File: config.mk
export PLATFORM = sky130hd
export DESIGN_NAME = msg_target_rx
export DESIGN_NICKNAME = d
export VERILOG_FILES = /design/src/rtl/msg_target_rx.sv
export SDC_FILE = /design/constraint.sdc
export NUM_CORES = 1
export LEC_CHECK = 0
export BUFFER_PORTS_ARGS = -buffer_cell sky130_fd_sc_hd__buf_4
export CAP_MARGIN = 25
export CORE_MARGIN = 4
export CORE_UTILIZATION = 40
export CTS_CLUSTER_SIZE = 24
export DETAILED_ROUTE_END_ITERATION = 8
export PLACE_DENSITY = 0.68
export SYNTH_ARGS = -nofsm -noshare
export SYNTH_HDL_FRONTEND = slang
export SYNTH_SLANG_ARGS = --single-unit
File: constraint.sdc
create_clock -name clk -period 2.2 [get_ports clk]
set_input_delay 0 -clock clk [delete_from_list [all_inputs] [get_ports clk]]
set_output_delay 0 -clock clk [all_outputs]
set_load 0.005 [all_outputs]
File: src/rtl/msg_target_rx.sv
module msg_target_rx #(
  parameter int DW       = 32,
  parameter int IDW      = 8,
  parameter int DST_LSB  = 24,
  parameter int KIND_BIT = 23
) (
  input  logic          clk,
  input  logic          rst_n,
  input  logic [DW-1:0] bus_d,
  input  logic          env_n,
  input  logic          irdy,
  input  logic          eof_n,
  input  logic          sink_full,
  input  logic [IDW-1:0] own_id,
  output logic          tabt_n,
  output logic          o_valid,
  output logic [DW-1:0] o_data,
  output logic          o_sop,
  output logic          o_eof,
  output logic          o_end,
  output logic          o_trunc
);

  typedef enum logic [2:0] {S_IDLE, S_HDR, S_RECV, S_DROP, S_SKIP} st_t;

  st_t  st;
  logic is_data, got_eof, aborted;

  wire            take  = !env_n && irdy;
  wire [IDW-1:0]  dst   = bus_d[DST_LSB +: IDW];
  wire            hit   = (dst == own_id) || (dst == {IDW{1'b1}});
  wire            owned = (st == S_RECV) || (st == S_DROP);

  always_ff @(posedge clk or negedge rst_n) begin
    if (!rst_n) begin
      st      <= S_IDLE;
      is_data <= 1'b0;
      got_eof <= 1'b0;
      aborted <= 1'b0;
      tabt_n  <= 1'b1;
      o_valid <= 1'b0;
      o_data  <= '0;
      o_sop   <= 1'b0;
      o_eof   <= 1'b0;
      o_end   <= 1'b0;
      o_trunc <= 1'b0;
    end else begin
      tabt_n  <= 1'b1;
      o_valid <= 1'b0;
      o_sop   <= 1'b0;
      o_eof   <= 1'b0;
      o_end   <= 1'b0;
      o_trunc <= 1'b0;
      if (env_n) begin
        if (owned) begin
          o_end   <= 1'b1;
          o_trunc <= aborted || (is_data && !got_eof);
        end
        st <= S_IDLE;
      end else begin
        case (st)
          S_IDLE, S_HDR: begin
            if (!irdy) st <= S_HDR;
            else if (!hit) st <= S_SKIP;
            else begin
              is_data <= bus_d[KIND_BIT];
              got_eof <= 1'b0;
              if (sink_full) begin
                aborted <= 1'b1;
                tabt_n  <= 1'b0;
                st      <= S_DROP;
              end else begin
                aborted <= 1'b0;
                o_valid <= 1'b1;
                o_sop   <= 1'b1;
                o_data  <= bus_d;
                st      <= S_RECV;
              end
            end
          end
          S_RECV: begin
            if (take) begin
              if (sink_full) begin
                aborted <= 1'b1;
                tabt_n  <= 1'b0;
                st      <= S_DROP;
              end else begin
                o_valid <= 1'b1;
                o_data  <= bus_d;
                if (is_data && !eof_n) begin
                  o_eof   <= 1'b1;
                  got_eof <= 1'b1;
                  st      <= S_DROP;
                end
              end
            end
          end
          default: ;
        endcase
      end
    end
  end


  abort_pulse_chk: assert property (@(posedge clk) disable iff (!rst_n)
    !tabt_n |=> tabt_n);

  abort_drop_chk: assert property (@(posedge clk) disable iff (!rst_n)
    !tabt_n |-> !o_valid);

  word_src_chk: assert property (@(posedge clk) disable iff (!rst_n)
    o_valid |-> $past(!env_n && irdy));

  end_src_chk: assert property (@(posedge clk) disable iff (!rst_n)
    o_end |-> $past(env_n));

  eof_word_chk: assert property (@(posedge clk) disable iff (!rst_n)
    o_eof |-> (o_valid && !o_sop));

  sop_dest_chk: assert property (@(posedge clk) disable iff (!rst_n)
    o_sop |-> (o_data[DST_LSB +: IDW] == $past(own_id) ||
               o_data[DST_LSB +: IDW] == {IDW{1'b1}}));

  trunc_chk: assert property (@(posedge clk) disable iff (!rst_n)
    o_trunc |-> o_end);

endmodule

# --- Yosys cells after proc, flatten, opt, wreduce, memory -nomap -nowiden ---
# Cells that the tools add are included.
totals:
  elab_cells: 90
  ff_bits: 44
  output_inout_bits: 38
  in_bits: 46
op_classes:
  n_mux: 47
  eq_ne: 13
  bitwise: 1
  reduce_logical: 18
ops:
  columns: ["op", "count"]
  rows:
  - ["32-bit two-way mux", 4]
  - ["32-bit one-hot mux with 2 select lines", 1]
  - ["1-bit two-way mux", 31]
  - ["3-bit two-way mux", 6]
  - ["2-bit != test (second input constant)", 5]
  - ["8-bit == test", 1]
  - ["8-bit == test (second input constant)", 1]
  - ["1-bit one-hot mux with 2 select lines", 4]
  - ["7-bit AND reduction", 1]
  - ["3-bit by 2-bit == test with 1-bit output (second input constant)", 2]
  - ["3-bit one-hot mux with 2 select lines", 1]
  - ["6-bit AND reduction", 1]
  - ["5-bit AND reduction", 1]
  - ["4-bit by 3-bit != test with 1-bit output (second input constant)", 1]
  - ["4-bit AND reduction", 1]
  - ["3-bit by 1-bit == test with 1-bit output (second input constant)", 1]
  - ["1-bit logical AND", 3]
  - ["1-bit logical NOT", 3]
  - ["3-bit logical NOT", 1]
  - ["1-bit logical OR", 3]
  - ["3-bit != test (second input constant)", 1]
  - ["3-bit AND reduction", 1]
  - ["3-bit nonzero test", 1]
  - ["2-bit by 1-bit != test with 1-bit output (second input constant)", 1]
  - ["other kinds (3)", 3]

# --- Longest topological paths before layout ---
# Gate-level depths: netlist (run 1).
logic_depth:
  ltp_word: 7
  mapped_depth: 8
  mapped_depth_nobuf: 5

# --- Worst setup path after synthesis (run 1) ---
# No wires, ideal clock.
synth_path:
  path_type: "register -> register"
  from: "register st[1]"
  to: "register o_data[10]"
  path_buffers: 3
  setup_time_ps: 126
  required_ps: 2074
  path_slack_ps: 165
  synth_period_minus_slack_ps: 2035
  arrival_time_ps: 1909
  stages_incl_launch_ff: 7
  path_cell_list: "dfrtp_1 buf_2 or4b_1 buf_6 o31a_4 buf_6 a221o_1"
synth_via:
  elab_chain_len: 4
  word_cells_on_any_way: 10
  classes_between: "eq/ne (5); mux (1); reduce/logical (4)"
synth_rtl:
  columns: ["element", "line", "source"]
  rows:
  - ["start, declared", "26", "st_t st;"]
  - ["start signal, assigned", "36", "st <= S_IDLE;"]
  - ["start signal, assigned", "59", "st <= S_IDLE;"]
  - ["start signal, assigned", "63", "if (!irdy) st <= S_HDR;"]
  - ["3-bit by 1-bit == test with 1-bit output or 3-bit logical NOT (tied branches)", "61", "case (st)"]
  - ["2-bit OR reduction", "61", null]
  - ["2-bit != test (no source line) or 2-bit nonzero test (tied branches)", null, null]
  - ["5-bit AND reduction (no source line)", null, null]
  - ["end signal, assigned", "76", "o_data <= bus_d;"]
  - ["end signal, assigned", "89", "o_data <= bus_d;"]
  - ["end, declared", "17", "output logic [DW-1:0] o_data,"]
# Several ways; a longest one is shown, not always the timed one.
# A chain may end at the register's enable or synchronous reset.

# --- Worst setup path after layout (run 1) ---
layout_path:
  from: "input bus_d[29]"
  to: "register o_data[26]"
layout_via:
  elab_chain_len: 4
  word_cells_on_any_way: 5
  classes_between: "eq/ne (3); reduce/logical (2)"
layout_rtl:
  columns: ["element", "line", "source"]
  rows:
  - ["start, declared", "9", "input logic [DW-1:0] bus_d,"]
  - ["8-bit == test", "31", "wire hit = (dst == own_id) || (dst == {IDW{1'b1}});"]
  - ["1-bit logical OR (*)", "31", null]
  - ["2-bit != test (no source line) (*)", null, null]
  - ["5-bit AND reduction (no source line) (*)", null, null]
# Mark *: on every way between the ends. The rest lies on a longest branch, timed or not.

==> flow_summary.toml, run 1 <==
[finish]
multi_input_area_um2 = 937
fin_nets = 346
seqCellArea_mm2 = 0.00110
n_antenna_cell = 0
area_growth_pct = 54.3
n_fill_cell = 413
drive_gt1_share_pct = 35.3

[worst_setup_path]
required_ns = 2.37
critPathKind = "input port to flop"
crit_path_end_kind = "flop"
cp.arrival_ns = 2.23
start_kind = "input port"
critPathMaxFanout = 16

[sta]
hold_violations = 0
rsz0062_at_grt = "false"
finClkSkew_ns = 0.00669
fin_crit_sh_pct = 93.6
setup_violations = 0
setup_tns_ns = 0
relSlewSlack_pct = 63.6
clock.fmax_ghz = 0.486
min_period_ns = 2.06
slew_violations = 0
tightest_slew_ns = 0.546

[floorplan]
core-area_mm2 = 0.00511
die_w_um = 80.6
fp-row-count = 26
initial_core_util_pct = 41.3
dieArea_mm2 = 0.00650
die_h_um = 80.6
pin_count = 84

[power_and_ir_drop]
ir_worst_vdd_uv = 291
p_per_area_mw_per_mm2 = 520
total_power_mw = 1.69
leakagePower_nw = 1.57

[detailed_routing]
dr.pass1.iters = 4
wl_per_cell_um = 15.2
drc = 0
vias = 1828
drtIter0Drc = 70
ant_nets = 0
vias_per_cell = 4.94
routed_wl_um = 5630

[synthesis]
yosysMostFrequentCell = "dfrtp_1"
synth-edff-count = 0
netlist.area_leader.share_pct = 51.0
synth_top_area_cell = "dfrtp_1"
yosysWarnings = 0
synth.yosys.seq_area_share_pct = 52.3
syn_area_mm2 = 0.00211
synthesis.nets = 225
netlist-cell-type-count = 36
ys.flop_type = "dfrtp_1"
synth_seq_cells = 44
ys_top_cells_by_area = "dfrtp_1 (51%), a221o_1 (15%), nor2b_1 (9.8%)"
synth_common_cells = "dfrtp_1 (43), nor2b_1 (33), a221o_1 (32)"
synth_async_sr_flop_share_pct = 100
syn_avg_cell_area_um2 = 11.8
synthCells = 179

[global_route]
grt_use_total_pct = 17.8
antenna_found_initial = 0
grt_overflow_total = 0
grt_max_degree = 45
grt_pass1_vias = 1891
grt_pass1_wl_um = 8950

[clock_network]
cts_buffer_depth = 2
root_buffer = "clkbuf_8"
clock_sinks = 44
cts_tree = "built"
cts_max_level = 2
insertion_delay_ns = 0.29
cts.reportedPaths.clkPinSlew_ns = 0.07
cts_setup_buffers = 0
cts_made_buffers = 5

[run_status]
status = "finished clean"

[worst_hold_path]
hold_path.class = "input port to flop"

[placement]
gp_congestion = 0.769
portBuffers = 83
hpwl_um = 3660

[run]
cap_violations = 0
## per-layer routing
| metal | up-vias | share of wire (%) | global-route usage [%] | wire, um |
|---|---|---|---|---|
| met5 | - | 0 | 0 | 0 |
| met4 | 0 | 0.96 | 4.90 | 54 |
| met3 | 4 | 5.1 | 4.37 | 288 |
| met2 | 64 | 52 | 31.0 | 2940 |
| met1 | 854 | 42 | 21.9 | 2350 |
| li1 | 906 | - | - | - |
## per-stage QoR
step	util, %	hold WS [ns]	area (um2)	instances	setup WS [ns]
after floorplan	-	-0.296	2110	179	0.165
after global placement	54.9	0.0307	2800	327	0.143
after detailed placement	54.9	0.0357	2800	327	0.108
after CTS	63.2	0.0253	3230	369	0.0281
after global routing	63.7	0.0212	3250	370	0.0239
final	63.7	0.0292	3250	370	0.141
## path summary, 6_finish.rpt
| path | to | from | depth (start not counted) | slack, ns |
|---|---|---|---|---|
| worst max-delay path | o_data[26]$_DFFE_PN0P_ | bus_d[29] | 7 | 0.14 |
| worst min-delay path | o_eof$_DFF_PN0_ | eof_n | 3 | 0.03 |
| worst max register to register | o_data[29]$_DFFE_PN0P_ | st[1]$_DFFE_PN0P_ | 7 | 0.17 |
| worst min register to register | o_data[17]$_DFFE_PN0P_ | o_data[17]$_DFFE_PN0P_ | 1 | 0.52 |
| max in group asynchronous | tabt_n$_DFF_PN1_ | rst_n | 2 | 1.58 |
| min in group asynchronous | o_data[26]$_DFFE_PN0P_ | rst_n | 2 | 0.25 |
## final cells by class
type	instances	area share, %
clock buffer	6	2.23
clock inverter	1	0.154
tap	70	2.69
sequential	44	33.9
inverter	4	0.462
timing repair buffer	126	31.8
multi-input combinational	119	28.8
## what timing repair did
item | 4_1_cts | 5_1_grt
gates resized for setup | 0 | 2
endpoints found under the hold margin | 82 | 0
setup endpoints to repair | 0 | 32
hold buffers | 35 | 0
## worst max-delay path: stages
cell,delay (ns)
dlygate4sd3_1,0.54
buf_4,0.15
xor2_1,0.16
nor4_4,0.36
a31oi_4,0.22
o31a_4,0.42
a221o_1,0.37
## registers in the layout, summed over array words and instances (netlist names)
| signal | cells |
|---|---|
| o_data | 32 |
| st | 3 |
| aborted | 1 |
| got_eof | 1 |
| is_data | 1 |
| o_end | 1 |
| o_eof | 1 |
| o_sop | 1 |
| o_trunc | 1 |
| o_valid | 1 |
| tabt_n | 1 |
## power breakdown
group,switching [mW],internal [mW]
Combinational,0.119,0.212
Clock,0.251,0.216
Sequential,0.0338,0.859
## kinds of logic after synthesis
kind of cell / synth area share [%]
AND/OR/NAND/NOR: 17.9
AO/OA/AOI/OAI: 21.0
flip-flops: 52.3
buffers and inverters: 4.93
XOR/XNOR: 3.32
multiplexers: 0.534
## cell usage in the layout (no fill, tap or decap), types with 2 or more instances in the layout
cell	Yosys	final
a21oi_1	3	3
a221o_1	32	32
and2_1	2	2
buf_4	1	91
clkbuf_8	0	5
dfrtp_1	43	43
dlygate4sd3_1	0	35
inv_1	4	4
nand2_1	4	4
nand3_1	2	2
nand4_1	2	2
nor2_1	8	7
nor2b_1	33	33
nor3_1	4	4
nor4_4	1	2
o21ai_0	2	2
o22ai_1	2	2
o31a_4	1	2
xnor2_1	2	2
xor2_1	6	6
Power figures use the tool's default switching activity.
==> run 2: changes to the inputs <==
RECOVER_POWER = 25   (was unset)
==> run 2 against run 1 <==
Compared with the run above:
- clock power about the same
- hold slack barely moved
- clock skew hardly changed
- global-route usage unchanged
- critical path type unchanged
- largest cell class unchanged
- largest power group unchanged
==> flow_summary.toml, run 2 (synthesized netlist as in run 1, its figures left out) <==
[worst_hold_path]
worstHoldStart = "eof_n"
worst_hold_path.num_cells = 3
holdPathEnd = "o_eof$_DFF_PN0_"
hold_path.class = "input port to flop"

[finish]
reg_top3 = "o_data: 32 flops, st: 3 flops"
area_growth_pct = 54.2
final_common_cell = "buf_4"
fin_nets = 346
fin_util_pct = 63.6
regMostFlops = "o_data"
final_cells = 370
mostFrequentLayoutCells = "buf_4 (90), dfrtp_1 (43), dlygate4sd3_1 (35)"
largest_reg_flops = 32
drive_gt1_share_pct = 35.3
n_antenna_cell = 0

[floorplan]
core-area_mm2 = 0.00511
dieArea_mm2 = 0.00650
initial_core_util_pct = 41.3
die_h_um = 80.6
pin_count = 84
fp-row-count = 26
die_w_um = 80.6

[power_and_ir_drop]
p_per_area_mw_per_mm2 = 520
internal_power_mw = 1.29
seqPwrFrac_pct = 52.8
power.switching_mw = 0.404
combPwrFrac_pct = 19.5
p_sw_share_pct = 23.9
leakagePower_nw = 1.57
power.share.clock_pct = 27.6
ir_worst_vdd_uv = 291

[worst_setup_path]
r2r_start = "st[1]$_DFFE_PN0P_"
required_ns = 2.37
r2r_cells = 7
start_kind = "input port"
critPathKind = "input port to flop"
crit_path_end_kind = "flop"
r2r_end = "o_data[29]$_DFFE_PN0P_"
r2r_slack_ns = 0.17
critPathMaxFanout = 16
cp.arrival_ns = 2.23

[sta]
relSlewSlack_pct = 29.2
min_period_ns = 2.06
setup_violations = 0
hold_violations = 0
finClkSkew_ns = 0.00689
setup_tns_ns = 0
rsz0062_at_grt = "false"
slew_violations = 0
tightest_slew_ns = 1.06
fin_crit_sh_pct = 93.6
clock.fmax_ghz = 0.486

[placement]
gp_congestion = 0.769
hpwl_um = 3660
portBuffers = 83
dpl.cell_count = 327

[detailed_routing]
wl_per_cell_um = 15.2
ant_nets = 0
drtIter0Drc = 70
dr.pass1.iters = 4
drc = 0
routed_wl_um = 5620
vias = 1830
vias_per_cell = 4.95

[clock_network]
root_buffer = "clkbuf_8"
cts_tree = "built"
cts_max_level = 2
cts_buffer_depth = 2
insertion_delay_ns = 0.29
cts.reportedPaths.clkPinSlew_ns = 0.07
clock_sinks = 44
cts_made_buffers = 5

[global_route]
grt_max_degree = 45
grt_use_total_pct = 17.8
grt_overflow_total = 0
grt_pass1_vias = 1891
grt_pass1_wl_um = 8950
antenna_found_initial = 0

[run_status]
status = "finished clean"

[run]
cap_violations = 0
[run 2: worst max path at each step]
stage | endpoint | cells after the start | from
4_1_cts | o_data[14]$_DFFE_PN0P_ | 7 | bus_d[29]
5_1_grt | o_data[23]$_DFFE_PN0P_ | 9 | env_n
2_1_floorplan | o_data[10]$_DFFE_PN0P_ | 6 | st[1]$_DFFE_PN0P_
3_5_place_dp | o_data[29]$_DFFE_PN0P_ | 7 | st[1]$_DFFE_PN0P_
3_3_place_gp | o_data[26]$_DFFE_PN0P_ | 7 | st[1]$_DFFE_PN0P_
6_report | o_data[26]$_DFFE_PN0P_ | 7 | bus_d[29]
[run 2: power by group through the flow]
| stage | Sequential (mW) | Clock, mW | Combinational (mW) |
|---|---|---|---|
| global placement | 0.907 | 0 | 0.277 |
| CTS | 0.892 | 0.485 | 0.332 |
| floorplan | 0.904 | 0 | 0.102 |
| finish | 0.893 | 0.467 | 0.330 |
| detailed placement | 0.905 | 0 | 0.284 |
| global route | 0.899 | 0.515 | 0.362 |
[run 2: layout make-up]
class                      count  area (um2)
clock buffer                   6        72.6
sequential                    44        1100
inverter                       4        15.0
tap                           70        87.6
multi-input combinational    119         937
fill                         414        1860
timing repair buffer         126        1030
clock inverter                 1        5.00
[run 2: per-layer routing]
| metal | vias up | wire [um] | GRT usage, % |
|---|---|---|---|
| met4 | 0 | 54 | 4.90 |
| met5 | - | 0 | 0 |
| li1 | 907 | - | - |
| met1 | 855 | 2340 | 21.9 |
| met2 | 64 | 2940 | 31.0 |
| met3 | 4 | 287 | 4.37 |
[run 2: stage by stage]
stage	area [um2]	setup slack, ns	power, mW	hold WS (ns)
final	3250	0.141	1.69	0.0294
after global routing	3250	0.0239	1.78	0.0212
after CTS	3230	0.0281	1.71	0.0253
after detailed placement	2800	0.108	1.19	0.0357
after global placement	2800	0.143	1.18	0.0307
after floorplan	2110	0.165	1.01	-0.296
[run 2: worst max-delay path, stage by stage]
cell           delay (ns)
dlygate4sd3_1        0.54
buf_4                0.15
xor2_1               0.16
nor4_4               0.36
a31oi_4              0.22
o31a_4               0.42
a221o_1              0.37
[run 2: what timing repair did]
item | 4_1_cts | 5_1_grt
hold buffers | 35 | 0
buffers inserted | 0 | 0
setup endpoints to repair | 0 | 32
endpoints found under the hold margin | 82 | 0
resized for setup | 0 | 2
==> run 3: changes to the inputs <==
ABC_AREA = 1   (was unset)
CELL_PAD_IN_SITES_DETAIL_PLACEMENT = 0   (was unset)
CELL_PAD_IN_SITES_GLOBAL_PLACEMENT = 1   (was unset)
CORE_UTILIZATION = 34   (was 40)
CTS_CLUSTER_DIAMETER = 60   (was unset)
PLACE_DENSITY = 0.79   (was 0.68)
==> run 3 against run 2 <==
Compared with the run above:
- core utilization fell by 7.8 points
- count of clock-buffer cells in the layout down 1
- global-route usage fell by 1.5 points
- non-clock buffer count decreased by 6
- cell area fell by 2.6%
- critical path depth grew 2
- cell count grew 18%
- synthesized cell count increased by 38%
- worst setup slack improved by 0.44 ns
- wire length is 0.52% higher
- maximum frequency rose by 27%
- highest routed layer unchanged
==> flow_summary.toml, run 3 <==
[global_route]
grt_max_degree = 45
grt_pass1_vias = 2105
grt_overflow_total = 0
antenna_found_initial = 0
grt_pass1_wl_um = 9670
grt_use_total_pct = 16.3

[clock_network]
cts_tree = "built"
cts.reportedPaths.clkPinSlew_ns = 0.08
clock_sinks = 44
cts_max_level = 2
insertion_delay_ns = 0.30
cts_buffer_depth = 2
cts_made_buffers = 5
root_buffer = "clkbuf_8"

[worst_setup_path]
cp.arrival_ns = 1.86
critPathMaxFanout = 23
cpPeakStageDelay_ns = 0.53
start_kind = "input port"
critPathKind = "input port to flop"
r2r_start = "st[0]$_DFFE_PN0P_"
crit_start = "env_n"
r2r_cells = 6
worstPathCellList = "dlygate4sd3_1 > buf_4 > inv_2 > nand2_1 > nor2_1 > a21boi_4 > buf_4 > nand3_1 > nand2_1"
required_ns = 2.43
cp_slowest_cell = "dlygate4sd3_1"
crit_path_end_kind = "flop"

[finish]
seqCellArea_mm2 = 0.00110
fin_area_mm2 = 0.00317
reg_top3 = "o_data: 32 flops, st: 3 flops"
n_antenna_cell = 0
n_fill_cell = 551
regMostFlops = "o_data"
area_growth_pct = 54.7
drive_gt1_share_pct = 28.7
multi_input_area_um2 = 802
mostFrequentLayoutCells = "nand2_1 (109), buf_4 (84), dfrtp_1 (43)"
fin_nets = 411
final_common_cell = "nand2_1"
largest_reg_flops = 32

[synthesis]
synthCells = 247
syn_avg_cell_area_um2 = 8.29
yosysWarnings = 0
synth_seq_cells = 44
synth_common_cells = "nand2_1 (109), dfrtp_1 (43), nand3_1 (35)"
synth_async_sr_flop_share_pct = 100
ys_top_cells_by_area = "dfrtp_1 (53%), nand2_1 (20%), nand3_1 (8.6%)"
netlist-cell-type-count = 23
synth_top_area_cell = "dfrtp_1"
ys.flop_type = "dfrtp_1"
netlist.area_leader.share_pct = 52.6
synth-edff-count = 0
yosysMostFrequentCell = "nand2_1"
syn_area_mm2 = 0.00205
synthesis.nets = 293
synth.yosys.seq_area_share_pct = 53.9

[power_and_ir_drop]
p_per_area_mw_per_mm2 = 732
ir_worst_vdd_uv = 345
total_power_mw = 2.32
leakagePower_nw = 1.78

[detailed_routing]
drc = 0
vias = 1990
dr.pass1.iters = 4
wl_per_cell_um = 12.9
drtIter0Drc = 113
vias_per_cell = 4.54
ant_nets = 0
routed_wl_um = 5650

[placement]
hpwl_um = 3940
gp_congestion = 0.751
preCtsSetupSlack_ns = 0.593
portBuffers = 83
dpl_cell_area_mm2 = 0.00270

[sta]
fin_ws_ns = 0.577
relSlewSlack_pct = 27.4
clock.fmax_ghz = 0.616
slew_violations = 0
setup_tns_ns = 0
rsz0062_at_grt = "false"
hold_violations = 0
finClkSkew_ns = 0.00885
tightest_slew_ns = 1.09
fin_crit_sh_pct = 73.8
min_period_ns = 1.62
holdWs_ns = 0.00997
setup_violations = 0

[floorplan]
fp-row-count = 27
die_w_um = 85.6
pin_count = 84
core-area_mm2 = 0.00568
dieArea_mm2 = 0.00733
die_h_um = 85.6
initial_core_util_pct = 36.1

[run]
cap_violations = 0

[worst_hold_path]
hold_path.class = "input port to flop"
worstHoldStart = "irdy"
worst_hold_path.num_cells = 5

[run_status]
status = "finished clean"
==> run 3: cell types whose count changed after synthesis, moves of 6 or more <==
| cell | previous run | this run |
|---|---|---|
| nand2_1 | 4 | 109 |
| nand3_1 | 2 | 35 |
| nor2b_1 | 33 | 0 |
| a221o_1 | 32 | 0 |
| inv_1 | 4 | 16 |
| xor2_1 | 6 | 0 |
==> run 3: power by group <==
group	internal [mW]	leakage, nW	total, mW	switching (mW)
clock network	0.342	0.0548	0.634	0.292
registers	0.972	0.569	1.07	0.0967
logic	0.357	1.15	0.616	0.259
==> run 3: cell families after synthesis <==
family | synth area share [%]
buf+inv | 6.97
compound gates | 2.02
flops | 53.9
simple gates | 35.0
xor+xnor | 2.14
==> run 3: critical path: cells and delay by family <==
kind,cells,cell delay [ns]
buf+inv,4,1.06
simple gates,4,0.40
compound gates,1,0.38
==> run 3: area by class of cell <==
| type | count | area share, % |
|---|---|---|
| multi-input combinational | 175 | 25.3 |
| tap | 72 | 2.84 |
| clock inverter | 3 | 1.46 |
| timing repair buffer | 120 | 31.1 |
| sequential | 44 | 34.8 |
| clock buffer | 5 | 2.17 |
| inverter | 19 | 2.25 |
==> run 3: layer usage <==
metal / up-vias / wire length (um) / global-route usage, %
li1: 1012 / - / -
met1: 904 / 2600 / 21.8
met2: 64 / 2600 / 25.9
met3: 10 / 336 / 3.84
met4: 0 / 108 / 5.76
met5: - / 0 / 0
==> run 3: what timing repair did <==
| action | CTS | global route |
|---|---|---|
| resized for setup | 0 | 0 |
| hold buffers | 35 | 0 |
| hold endpoints to repair | 80 | 0 |
| setup endpoints to repair | 0 | 0 |
| buffers inserted | 0 | 0 |
==> run 3: final timing paths <==
check	endpoint	slack, ns
worst max-delay path	o_data[7]$_DFFE_PN0P_	0.58
worst min-delay path	st[1]$_DFFE_PN0P_	0.01
worst max register to register	o_data[7]$_DFFE_PN0P_	0.59
worst min register to register	got_eof$_DFFE_PN0P_	0.48
max in group asynchronous	o_data[1]$_DFFE_PN0P_	1.10
min in group asynchronous	o_data[9]$_DFFE_PN0P_	0.45
==> run 3: through the flow <==
step / instances / utilization, %
finish: 438 / 55.8
global route: 438 / 55.8
CTS: 438 / 55.8
detailed placement: 395 / 47.6
global placement: 395 / 47.6
floorplan: 247 / -
